--- src/rtl/dkc_pkg.sv ---
package dkc_pkg;

  localparam int unsigned WORD_W = 16;
  localparam int unsigned SLOT_W = 4;

  typedef enum logic [SLOT_W-1:0] {
    SLOT_CTL1  = 4'd0,
    SLOT_WCNT  = 4'd1,
    SLOT_BADR  = 4'd2,
    SLOT_SECT  = 4'd3,
    SLOT_CTL2  = 4'd4,
    SLOT_DSTAT = 4'd5,
    SLOT_DERR  = 4'd6,
    SLOT_ATOF  = 4'd7,
    SLOT_CYL   = 4'd8,
    SLOT_SPARE = 4'd9,
    SLOT_DBUF  = 4'd10,
    SLOT_MAINT = 4'd11,
    SLOT_ECA   = 4'd12,
    SLOT_ECB   = 4'd13,
    SLOT_MX2   = 4'd14,
    SLOT_MX3   = 4'd15
  } slot_e;

  // control word 1 bit positions
  localparam int unsigned C1_GO   = 0;
  localparam int unsigned C1_SPR  = 5;
  localparam int unsigned C1_IE   = 6;
  localparam int unsigned C1_DONE = 7;
  localparam int unsigned C1_DT   = 10;
  localparam int unsigned C1_FMT  = 12;
  localparam int unsigned C1_CLR  = 15;

  // control word 2 bit positions
  localparam int unsigned C2_RLS  = 3;
  localparam int unsigned C2_BAI  = 4;
  localparam int unsigned C2_RST  = 5;

  // store masks
  localparam logic [WORD_W-1:0] SECT_MASK = 16'h071F;
  localparam logic [WORD_W-1:0] CYL_MASK  = 16'h03FF;
  localparam logic [7:0]        OFS_MASK  = 8'hBF;
  localparam logic [9:0]        MNT_MASK  = 10'h3FF;

endpackage

--- src/rtl/dkc_drive_err.sv ---
module dkc_drive_err #(
  parameter int DRIVES = 8,
  parameter int SW     = 3,
  parameter int W      = 16
) (
  input  logic                       clk,
  input  logic                       rst_n,
  input  logic                       clr,
  input  logic                       log_en,
  input  logic [SW-1:0]              log_drv,
  input  logic [W-1:0]               log_code,
  output logic [DRIVES-1:0][W-1:0]   err_q,
  output logic [DRIVES-1:0]          att_q
);

  for (genvar i = 0; i < DRIVES; i++) begin : g_drv
    always_ff @(posedge clk) begin
      if (!rst_n || clr) begin
        err_q[i] <= '0;
        att_q[i] <= 1'b0;
      end else if (log_en && (log_drv == SW'(i))) begin
        err_q[i] <= err_q[i] | log_code;
        if (|log_code) att_q[i] <= 1'b1;
      end
    end
  end

endmodule

--- src/rtl/dkc_status.sv ---
module dkc_status #(
  parameter int DRIVES = 8,
  parameter int SW     = 3,
  parameter int W      = 16
) (
  input  logic [SW-1:0]              sel,
  input  logic [DRIVES-1:0]          drv_attn,
  input  logic [DRIVES-1:0]          drv_err,
  input  logic [DRIVES-1:0]          drv_busy,
  input  logic [DRIVES-1:0]          drv_present,
  input  logic [DRIVES-1:0][W-1:0]   err_q,
  input  logic [DRIVES-1:0]          att_q,
  input  logic                       ned,
  output logic [DRIVES-1:0]          attn_all,
  output logic                       di,
  output logic                       err_sum,
  output logic [W-1:0]               dstat_word,
  output logic [W-1:0]               derr_word
);

  logic sel_pres, sel_busy;

  always_comb begin
    attn_all   = drv_attn | att_q;
    di         = |attn_all;
    sel_pres   = drv_present[sel];
    sel_busy   = drv_busy[sel];
    derr_word  = err_q[sel];
    err_sum    = drv_err[sel] | (|err_q[sel]) | ned;
    dstat_word = {1'b1, attn_all[sel], sel_busy, 5'b0,
                  sel_pres & ~sel_busy, 6'b0, sel_pres};
  end

endmodule

--- src/rtl/dkc_irq.sv ---
module dkc_irq (
  input  logic clk,
  input  logic rst_n,
  input  logic clr,
  input  logic ctl_wr,
  input  logic wr_ie,
  input  logic wr_done,
  input  logic ie,
  input  logic done,
  input  logic di,
  output logic irq
);

  logic done_prev_q;
  logic done_rise;

  assign done_rise = done & ~done_prev_q;

  always_ff @(posedge clk) begin
    if (!rst_n || clr) begin
      irq         <= 1'b0;
      done_prev_q <= 1'b1;
    end else begin
      done_prev_q <= done;
      if (ctl_wr) begin
        if (wr_ie) irq <= irq | wr_done;
        else       irq <= 1'b0;
      end else if (ie) begin
        if (done_rise || (di && done)) irq <= 1'b1;
      end else begin
        irq <= 1'b0;
      end
    end
  end

endmodule

--- src/rtl/dkc_regfile.sv ---
module dkc_regfile
  import dkc_pkg::*;
#(
  parameter int DRIVES = 8,
  parameter int SW     = $clog2(DRIVES)
) (
  input  logic              clk,
  input  logic              rst_n,
  input  logic              bus_sel,
  input  logic              bus_wr,
  input  logic [3:0]        bus_addr,
  input  logic [15:0]       bus_wdata,
  output logic [15:0]       bus_rdata,
  output logic              irq,
  output logic              cmd_valid,
  input  logic              cmd_ready,
  output logic [3:0]        cmd_fn,
  output logic [SW-1:0]     cmd_drive,
  output logic              xfer_abort,
  input  logic              cmp_valid,
  input  logic [SW-1:0]     cmp_drive,
  input  logic [15:0]       cmp_code,
  input  logic [DRIVES-1:0] drv_attn,
  input  logic [DRIVES-1:0] drv_err,
  input  logic [DRIVES-1:0] drv_busy,
  input  logic [DRIVES-1:0] drv_present
);

  localparam int W = WORD_W;

  // control word 1 state
  logic            go_q, done_q, ie_q, spr_q, dt_q, fmt_q;
  logic [3:0]      fn_q;
  logic [1:0]      uae_q;
  // control word 2 state
  logic [SW-1:0]   sel_q;
  logic            rls_q, bai_q, ned_q;
  // plain registers
  logic [W-1:0]    wcnt_q, badr_q, sect_q, cyl_q, spare_q, dbuf_q;
  logic [7:0]      ofs_q;
  logic [9:0]      mnt_q;
  // command port
  logic            pend_q;
  logic [3:0]      cfn_q;
  logic [SW-1:0]   cdrv_q;
  logic            abort_q;

  // status
  logic [DRIVES-1:0]        attn_all, att_q;
  logic [DRIVES-1:0][W-1:0] err_q;
  logic                     di, err_sum;
  logic [W-1:0]             dstat_word, derr_word;

  // access decode
  slot_e slot;
  logic  wr_any, ctl_clr, wr_ok, ctl_wr, blk_rst, go_req, go_start, go_absent;
  logic  cmp_take, clr_evt;

  always_comb begin
    slot      = slot_e'(bus_addr);
    wr_any    = bus_sel && bus_wr;
    ctl_clr   = wr_any && (slot == SLOT_CTL1) && bus_wdata[C1_CLR];
    wr_ok     = wr_any && !go_q && !ctl_clr;
    ctl_wr    = wr_ok && (slot == SLOT_CTL1);
    blk_rst   = wr_ok && (slot == SLOT_CTL2) && bus_wdata[C2_RST];
    go_req    = ctl_wr && bus_wdata[C1_GO] && !err_sum;
    go_start  = go_req && drv_present[sel_q];
    go_absent = go_req && !drv_present[sel_q];
    cmp_take  = cmp_valid && go_q;
    clr_evt   = ctl_clr || blk_rst;
  end

  dkc_drive_err #(.DRIVES(DRIVES), .SW(SW), .W(W)) u_derr (
    .clk      (clk),
    .rst_n    (rst_n),
    .clr      (clr_evt),
    .log_en   (cmp_valid && !clr_evt),
    .log_drv  (cmp_drive),
    .log_code (cmp_code),
    .err_q    (err_q),
    .att_q    (att_q)
  );

  dkc_status #(.DRIVES(DRIVES), .SW(SW), .W(W)) u_stat (
    .sel         (sel_q),
    .drv_attn    (drv_attn),
    .drv_err     (drv_err),
    .drv_busy    (drv_busy),
    .drv_present (drv_present),
    .err_q       (err_q),
    .att_q       (att_q),
    .ned         (ned_q),
    .attn_all    (attn_all),
    .di          (di),
    .err_sum     (err_sum),
    .dstat_word  (dstat_word),
    .derr_word   (derr_word)
  );

  dkc_irq u_irq (
    .clk     (clk),
    .rst_n   (rst_n),
    .clr     (clr_evt),
    .ctl_wr  (ctl_wr),
    .wr_ie   (bus_wdata[C1_IE]),
    .wr_done (bus_wdata[C1_DONE]),
    .ie      (ie_q),
    .done    (done_q),
    .di      (di),
    .irq     (irq)
  );

  // control words and command port
  always_ff @(posedge clk) begin
    if (!rst_n || clr_evt) begin
      go_q   <= 1'b0;
      done_q <= 1'b1;
      ie_q   <= 1'b0;
      spr_q  <= 1'b0;
      dt_q   <= 1'b0;
      fmt_q  <= 1'b0;
      fn_q   <= '0;
      uae_q  <= '0;
      sel_q  <= '0;
      rls_q  <= 1'b0;
      bai_q  <= 1'b0;
      ned_q  <= 1'b0;
      pend_q <= 1'b0;
      cfn_q  <= '0;
      cdrv_q <= '0;
    end else begin
      if (ctl_wr) begin
        fn_q  <= bus_wdata[4:1];
        spr_q <= bus_wdata[C1_SPR];
        ie_q  <= bus_wdata[C1_IE];
        uae_q <= bus_wdata[9:8];
        dt_q  <= bus_wdata[C1_DT];
        fmt_q <= bus_wdata[C1_FMT];
      end
      if (go_start) begin
        go_q   <= 1'b1;
        done_q <= 1'b0;
        pend_q <= 1'b1;
        cfn_q  <= bus_wdata[4:1];
        cdrv_q <= sel_q;
      end else if (cmp_take) begin
        go_q   <= 1'b0;
        done_q <= 1'b1;
        pend_q <= 1'b0;
      end else if (pend_q && cmd_ready) begin
        pend_q <= 1'b0;
      end
      if (go_absent) ned_q <= 1'b1;
      if (wr_ok && (slot == SLOT_CTL2)) begin
        sel_q <= bus_wdata[SW-1:0];
        rls_q <= bus_wdata[C2_RLS];
        bai_q <= bus_wdata[C2_BAI];
      end
    end
  end

  // plain registers; controller clear leaves them alone
  always_ff @(posedge clk) begin
    if (!rst_n || blk_rst) begin
      wcnt_q  <= '0;
      badr_q  <= '0;
      sect_q  <= '0;
      cyl_q   <= '0;
      spare_q <= '0;
      dbuf_q  <= '0;
      ofs_q   <= '0;
      mnt_q   <= '0;
    end else if (wr_ok) begin
      unique case (slot)
        SLOT_WCNT:  wcnt_q  <= bus_wdata;
        SLOT_BADR:  badr_q  <= {bus_wdata[W-1:1], 1'b0};
        SLOT_SECT:  sect_q  <= bus_wdata & SECT_MASK;
        SLOT_CYL:   cyl_q   <= bus_wdata & CYL_MASK;
        SLOT_SPARE: spare_q <= bus_wdata;
        SLOT_DBUF:  dbuf_q  <= bus_wdata;
        SLOT_ATOF:  ofs_q   <= bus_wdata[7:0] & OFS_MASK;
        SLOT_MAINT: mnt_q   <= bus_wdata[9:0] & MNT_MASK;
        SLOT_CTL1:  if (go_start && (bus_wdata[4:1] != 4'd0)) mnt_q[3:0] <= 4'd0;
        default: ;
      endcase
    end
  end

  always_ff @(posedge clk) begin
    if (!rst_n) abort_q <= 1'b0;
    else        abort_q <= ctl_clr && go_q && fn_q[3];
  end

  // read mux
  always_comb begin
    unique case (slot)
      SLOT_CTL1:  bus_rdata = {err_sum, di, 1'b0, fmt_q, 1'b0, dt_q, uae_q,
                               done_q, ie_q, spr_q, fn_q, go_q};
      SLOT_WCNT:  bus_rdata = wcnt_q;
      SLOT_BADR:  bus_rdata = badr_q;
      SLOT_SECT:  bus_rdata = sect_q;
      SLOT_CTL2:  bus_rdata = {3'b0, ned_q, 4'b0, 1'b0, 1'b1, 1'b0,
                               bai_q, rls_q, 3'(sel_q)};
      SLOT_DSTAT: bus_rdata = dstat_word;
      SLOT_DERR:  bus_rdata = derr_word;
      SLOT_ATOF:  bus_rdata = {8'(attn_all), ofs_q};
      SLOT_CYL:   bus_rdata = cyl_q;
      SLOT_SPARE: bus_rdata = spare_q;
      SLOT_DBUF:  bus_rdata = dbuf_q;
      SLOT_MAINT: bus_rdata = {6'b0, mnt_q};
      default:    bus_rdata = '0;
    endcase
  end

  assign cmd_valid  = pend_q;
  assign cmd_fn     = cfn_q;
  assign cmd_drive  = cdrv_q;
  assign xfer_abort = abort_q;

endmodule

--- config.mk ---
export PLATFORM = sky130hd
export DESIGN_NAME = dkc_regfile
export DESIGN_NICKNAME = d
export VERILOG_FILES = /design/src/rtl/dkc_pkg.sv /design/src/rtl/dkc_drive_err.sv /design/src/rtl/dkc_status.sv /design/src/rtl/dkc_irq.sv /design/src/rtl/dkc_regfile.sv
export SDC_FILE = /design/constraint.sdc
export NUM_CORES = 1
export LEC_CHECK = 0
export ABC_AREA = 1
export BUFFER_PORTS_ARGS = -buffer_cell sky130_fd_sc_hd__clkbuf_2
export CAP_MARGIN = 10
export CORE_MARGIN = 8
export CORE_UTILIZATION = 50
export DETAILED_ROUTE_END_ITERATION = 12
export PLACE_DENSITY = 0.68
export SETUP_SLACK_MARGIN = 0.15
export SYNTH_ARGS = -nofsm -noshare
export SYNTH_HDL_FRONTEND = slang
export SYNTH_HIERARCHICAL = 1
export SYNTH_SLANG_ARGS = --single-unit
--- constraint.sdc ---
create_clock -name clk -period 3.3 [get_ports clk]
set_clock_uncertainty 0.1 [all_clocks]
set_input_delay 0.33 -clock clk [delete_from_list [all_inputs] [get_ports clk]]
set_output_delay 0.33 -clock clk [all_outputs]
set_load 0.01 [all_outputs]
==> report_table.html <==
<table>
<tr><th>Metric</th><th>Value</th></tr>
<tr><th colspan="2">Worst setup path</th></tr>
<tr><td>Crit-path most repeated cell</td><td>nand2_1</td></tr>
<tr><td>R2R cell count</td><td>15</td></tr>
<tr><td>Critical path class</td><td>reg2out</td></tr>
<tr><td>Startpoint class of the critical path</td><td>register</td></tr>
<tr><td>Maximum fanout count along the critical path</td><td>39</td></tr>
<tr><td>Worst Setup End Kind</td><td>output pin</td></tr>
<tr><td>R2r startpoint</td><td>sel_q[0]</td></tr>
<tr><td>Capturing point of the worst reg2reg path</td><td>cmd_fn[1]</td></tr>
<tr><td>Required time at the worst-slack endpoint</td><td>2.87 ns</td></tr>
<tr><td>Critical Path AT</td><td>2.83 ns</td></tr>
<tr><td>FF-to-FF setup slack</td><td>0.40 ns</td></tr>
<tr><td>Cell type of the slowest stage on the worst timing path</td><td>dfxtp_4</td></tr>
<tr><td>Largest stage delay on the critical path</td><td>0.41 ns</td></tr>
<tr><td>Crit-path cells</td><td>buf_12, inv_6, o21ai_0, nand2_1, o21ai_2, nand2_1, nor2_1, nand3_2, inv_2, nor2_4, a221oi_2, nand4_1, buf_2</td></tr>
<tr><th colspan="2">Clocking</th></tr>
<tr><td>Worst-path clk slew</td><td>0.06 ns</td></tr>
<tr><td>Clock network latency to the later pin of the worst-skew pair</td><td>0.54 ns</td></tr>
<tr><td>Inserted Clock Buffers</td><td>29</td></tr>
<tr><td>H-tree lvl count</td><td>1</td></tr>
<tr><td>Clock tree root buffer cell</td><td>clkbuf_16</td></tr>
<tr><td>Num Clock Sinks</td><td>263</td></tr>
<tr><td>CTS tree</td><td>built</td></tr>
<tr><td>Bufs on Longest Clock Path</td><td>3</td></tr>
<tr><th colspan="2">STA</th></tr>
<tr><td>Final hold vios</td><td>0</td></tr>
<tr><td>Post-route worst setup slack</td><td>0.0426 ns</td></tr>
<tr><td>Upper clock frequency limit</td><td>0.307 GHz</td></tr>
<tr><td>Final setup vio count</td><td>0</td></tr>
<tr><td>Tmin final</td><td>3.26 ns</td></tr>
<tr><td>Hold slack final</td><td>0.0294 ns</td></tr>
<tr><td>Slew headroom</td><td>0.360</td></tr>
<tr><td>Final clock period utilization by the worst path</td><td>0.987</td></tr>
<tr><td>Unrepaired setup endpoints after global routing</td><td>true</td></tr>
<tr><td>Count of pins over their slew limit</td><td>0</td></tr>
<tr><td>Least-Margin Pin Slew</td><td>0.960 ns</td></tr>
<tr><th colspan="2">Floorplan</th></tr>
<tr><td>Number of top-level pins</td><td>103</td></tr>
<tr><td>Initial core utilization</td><td>0.509</td></tr>
<tr><td>DIE WIDTH</td><td>176 um</td></tr>
<tr><td>Core box area</td><td>25200 um^2</td></tr>
<tr><td>Placement row count</td><td>58</td></tr>
<tr><td>Vertical extent of the die</td><td>176 um</td></tr>
<tr><td>Die Area</td><td>31000 um^2</td></tr>
<tr><th colspan="2">Final layout</th></tr>
<tr><td>Share of layout cells above drive strength 1</td><td>0.155</td></tr>
<tr><td>Final design instance area without fill</td><td>14700 um^2</td></tr>
<tr><td>Antenna diode count</td><td>0</td></tr>
<tr><td>Count of non-filler cells in the finished layout</td><td>2298</td></tr>
<tr><td>Layout area overhead</td><td>14.6%</td></tr>
<tr><td>Number of nets at the end of the flow</td><td>2024</td></tr>
<tr><td>Final standard cell utilization of the core</td><td>0.584</td></tr>
<tr><th colspan="2">Yosys</th></tr>
<tr><td>Xor/xnor cell area share of the yosys netlist</td><td>0</td></tr>
<tr><td>Post-synthesis share of cell area spent on full adders, half adders and majority gates</td><td>0</td></tr>
<tr><td>Portion of synthesized cell area occupied by the leading cell type</td><td>0.410</td></tr>
<tr><td>Synth warn</td><td>6</td></tr>
<tr><td>Number of distinct standard cells referenced by the synthesized netlist</td><td>37</td></tr>
<tr><td>Library cell with the largest summed area after synthesis</td><td>dfxtp_1</td></tr>
<tr><td>Cells after synthesis</td><td>1880</td></tr>
<tr><td>Largest family of logic cells by synthesized area</td><td>simple AND/OR/NAND/NOR gates</td></tr>
<tr><td>Post-Synthesis Mean Instance Area</td><td>6.82 um^2</td></tr>
<tr><td>Post-synthesis instance area</td><td>12800 um^2</td></tr>
<tr><td>Complex-gate fraction of the synthesized area</td><td>0.182</td></tr>
<tr><td>Number of synthesized register bits</td><td>263</td></tr>
<tr><td>Portion of the post-synthesis area used by sequential elements</td><td>0.410</td></tr>
<tr><td>Synth top area cells</td><td>dfxtp_1 (41%), nand2_1 (18%), a21oi_1 (8.4%)</td></tr>
<tr><td>Portion of netlist area occupied by mux cells</td><td>0.000780</td></tr>
<tr><td>Fraction of the mapped netlist area in simple logic gates</td><td>0.274</td></tr>
<tr><th colspan="2">Drt</th></tr>
<tr><td>Count of routing violations after the opening detailed-route iteration</td><td>1324</td></tr>
<tr><td>Via Count</td><td>12419</td></tr>
<tr><td>Number of vias per cell after detailed routing</td><td>5.40</td></tr>
<tr><td>Number of DRC violations after detailed routing</td><td>0</td></tr>
<tr><td>Number of routed nets with antenna violations</td><td>0</td></tr>
<tr><td>Routed length per placed instance</td><td>17.4 um</td></tr>
<tr><td>Detailed-router iteration count before antenna repair</td><td>5</td></tr>
<tr><td>Wire length after detailed routing</td><td>40000 um</td></tr>
<tr><th colspan="2">Pwr</th></tr>
<tr><td>Peak supply drop</td><td>0.415 mV</td></tr>
<tr><td>Leakage power figure</td><td>5.82 nW</td></tr>
<tr><td>PwrDens</td><td>481 nW/um^2</td></tr>
<tr><th colspan="2">Placed design</th></tr>
<tr><td>Total placed cells including tap cells</td><td>2221</td></tr>
<tr><td>Number of I/O port buffers</td><td>102</td></tr>
<tr><td>Weighted congestion at the end of routability-driven global placement</td><td>0.886</td></tr>
<tr><td>Post-detail-place hpwl</td><td>25100 um</td></tr>
<tr><td>Placed Area</td><td>13200 um^2</td></tr>
<tr><td>Worst slack after detailed placement</td><td>0.311 ns</td></tr>
<tr><th colspan="2">Status</th></tr>
<tr><td>Status</td><td>finished, final reports clean</td></tr>
<tr><th colspan="2">Worst hold path</th></tr>
<tr><td>Path category of the worst min-delay check</td><td>in2reg</td></tr>
<tr><td>Hold path start</td><td>bus_wr</td></tr>
<tr><td>Cell count of the worst hold path</td><td>3</td></tr>
<tr><td>Hold Path Sink</td><td>xfer_abort</td></tr>
<tr><th colspan="2">Global route</th></tr>
<tr><td>Number of antenna violations at the first check in global routing</td><td>0</td></tr>
<tr><td>Wire length of the first global-routing pass</td><td>63600 um</td></tr>
<tr><td>GRT Total Usage</td><td>0.252</td></tr>
<tr><td>Maximum number of pins on one net before global-route repair</td><td>82</td></tr>
<tr><td>Total congestion overflow after global routing</td><td>0</td></tr>
<tr><td>Number of global-route vias before repair</td><td>11752</td></tr>
<tr><th colspan="2">Run</th></tr>
<tr><td>Maxcap violations</td><td>0</td></tr>
</table>
==> worst max-delay path by stage <==
stage | startpoint | slack, ns | end
finish | sel_q[0] | 0.04 | bus_rdata[15]
global route | sel_q[0] | -0.07 | bus_rdata[15]
CTS | sel_q[0] | 0.11 | bus_rdata[15]
detailed placement | sel_q[0] | 0.31 | cmd_fn[1]
global placement | sel_q[0] | 0.36 | bus_rdata[15]
floorplan | sel_q[0] | 1.01 | mnt_q[0]
==> synth_stat cells <==
library cell and count:
nand2_2 2, inv_4 3, dfxtp_1 263, a22o_1 16
nand4_1 4, a221oi_1 28, a21oi_2 60, buf_6 20
buf_2 42, clkinv_1 3, o21ai_1 10, o21ai_0 42
nand2_8 1, nand2_1 611, nand2_4 4, nor3_1 7
nor4_1 3, a32o_1 1, nand3b_1 1, inv_1 240
buf_1 7, nor3b_1 1, mux2i_1 1, a31oi_1 3
or2_4 1, nor2_1 142, or2_2 1, o21ai_2 4
conb_1 2, inv_2 2, nor2_4 12, buf_4 26
clkbuf_1 25, nand3_1 69, a21oi_1 215, o22ai_1 4
nor2_2 4
==> routing by layer <==
| layer | up-vias | part of all wire | GRT usage |
|---|---|---|---|
| met4 | 0 | 0.027 | 0.0809 |
| li1 | 6012 | - | - |
| met1 | 5797 | 0.44 | 0.343 |
| met3 | 88 | 0.086 | 0.0498 |
| met5 | - | 0 | 0 |
| met2 | 522 | 0.44 | 0.396 |
==> metrics by stage <==
step	TNS, ns	power, W
2_1_floorplan	0	0.00364
3_3_place_gp	0	0.00379
3_5_place_dp	0	0.00379
4_1_cts	0	0.00709
5_1_grt	-0.0795	0.00728
6_report	0	0.00707
==> logic make-up after synthesis <==
| kind of cell | after synthesis |
|---|---|
| mux | 1 |
| flops | 263 |
| other cells | 2 |
| compound gates | 383 |
| simple gates | 863 |
| buf+inv | 368 |
==> worst max-delay path: cells and delay by family (launching register included) <==
family	cells	cell delay [ns]
flops	1	0.41
simple gates	6	0.67
buf+inv	4	0.56
compound gates	3	0.63
==> sequential cells by signal, indices dropped and copies added, names as in the netlist, 2 cells and up <==
name,count
u_derr/att_q,8
wcnt_q,16
ofs_q,7
badr_q,15
u_derr/err_q,128
mnt_q,10
sect_q,8
dbuf_q,16
uae_q,2
sel_q,3
cyl_q,10
fn_q,4
spare_q,16
cmd_fn,4
cmd_drive,3
==> area by class of cell <==
type | count | area, um^2
Fill cell | 2417 | 10500
Multi-Input combinational cell | 1259 | 6010
Sequential cell | 263 | 5270
Timing Repair Buffer | 145 | 1060
Inverter | 248 | 955
Clock buffer | 46 | 910
Tap cell | 330 | 413
Clock inverter | 6 | 80.1
Timing Repair inverter | 1 | 8.76
==> where the power goes <==
part	internal, W	leakage (nW)	total, W	switching (W)
Combinational	0.000151	3.20	0.000514	0.000364
Clock	0.00203	0.493	0.00330	0.00128
Sequential	0.00322	2.13	0.00325	0.0000249
Total	0.00540	5.82	0.00707	0.00167
==> layout by cell type (no fill, tap or decap), drive strengths merged <==
| cell | n |
|---|---|
| nand2 | 618 |
| a21oi | 275 |
| dfxtp | 263 |
| inv | 246 |
| nor2 | 158 |
| clkbuf | 147 |
| nand3 | 69 |
| o21ai | 56 |
| buf | 39 |
| a221oi | 28 |
| a22o | 16 |
| conb | 12 |
| nor3 | 7 |
| clkinv | 7 |
| dlygate4sd3 | 5 |
| nand4 | 4 |
| o22ai | 4 |
| a31oi | 3 |
| nor4 | 3 |
| bufinv | 2 |
| or2 | 2 |
| a32o | 1 |
| nor3b | 1 |
| nand3b | 1 |
| mux2i | 1 |
==> what timing repair did <==
action | CTS | global route
hold endpoints to repair | 11 | 0
gates cloned | 5 | 0
buffers inserted | 15 | 0
pin swaps | 22 | 3
setup endpoints to repair | 5 | 10
gates resized for setup | 34 | 10
hold buffers | 5 | 0
No activity file was read; power rests on OpenSTA's default activity.
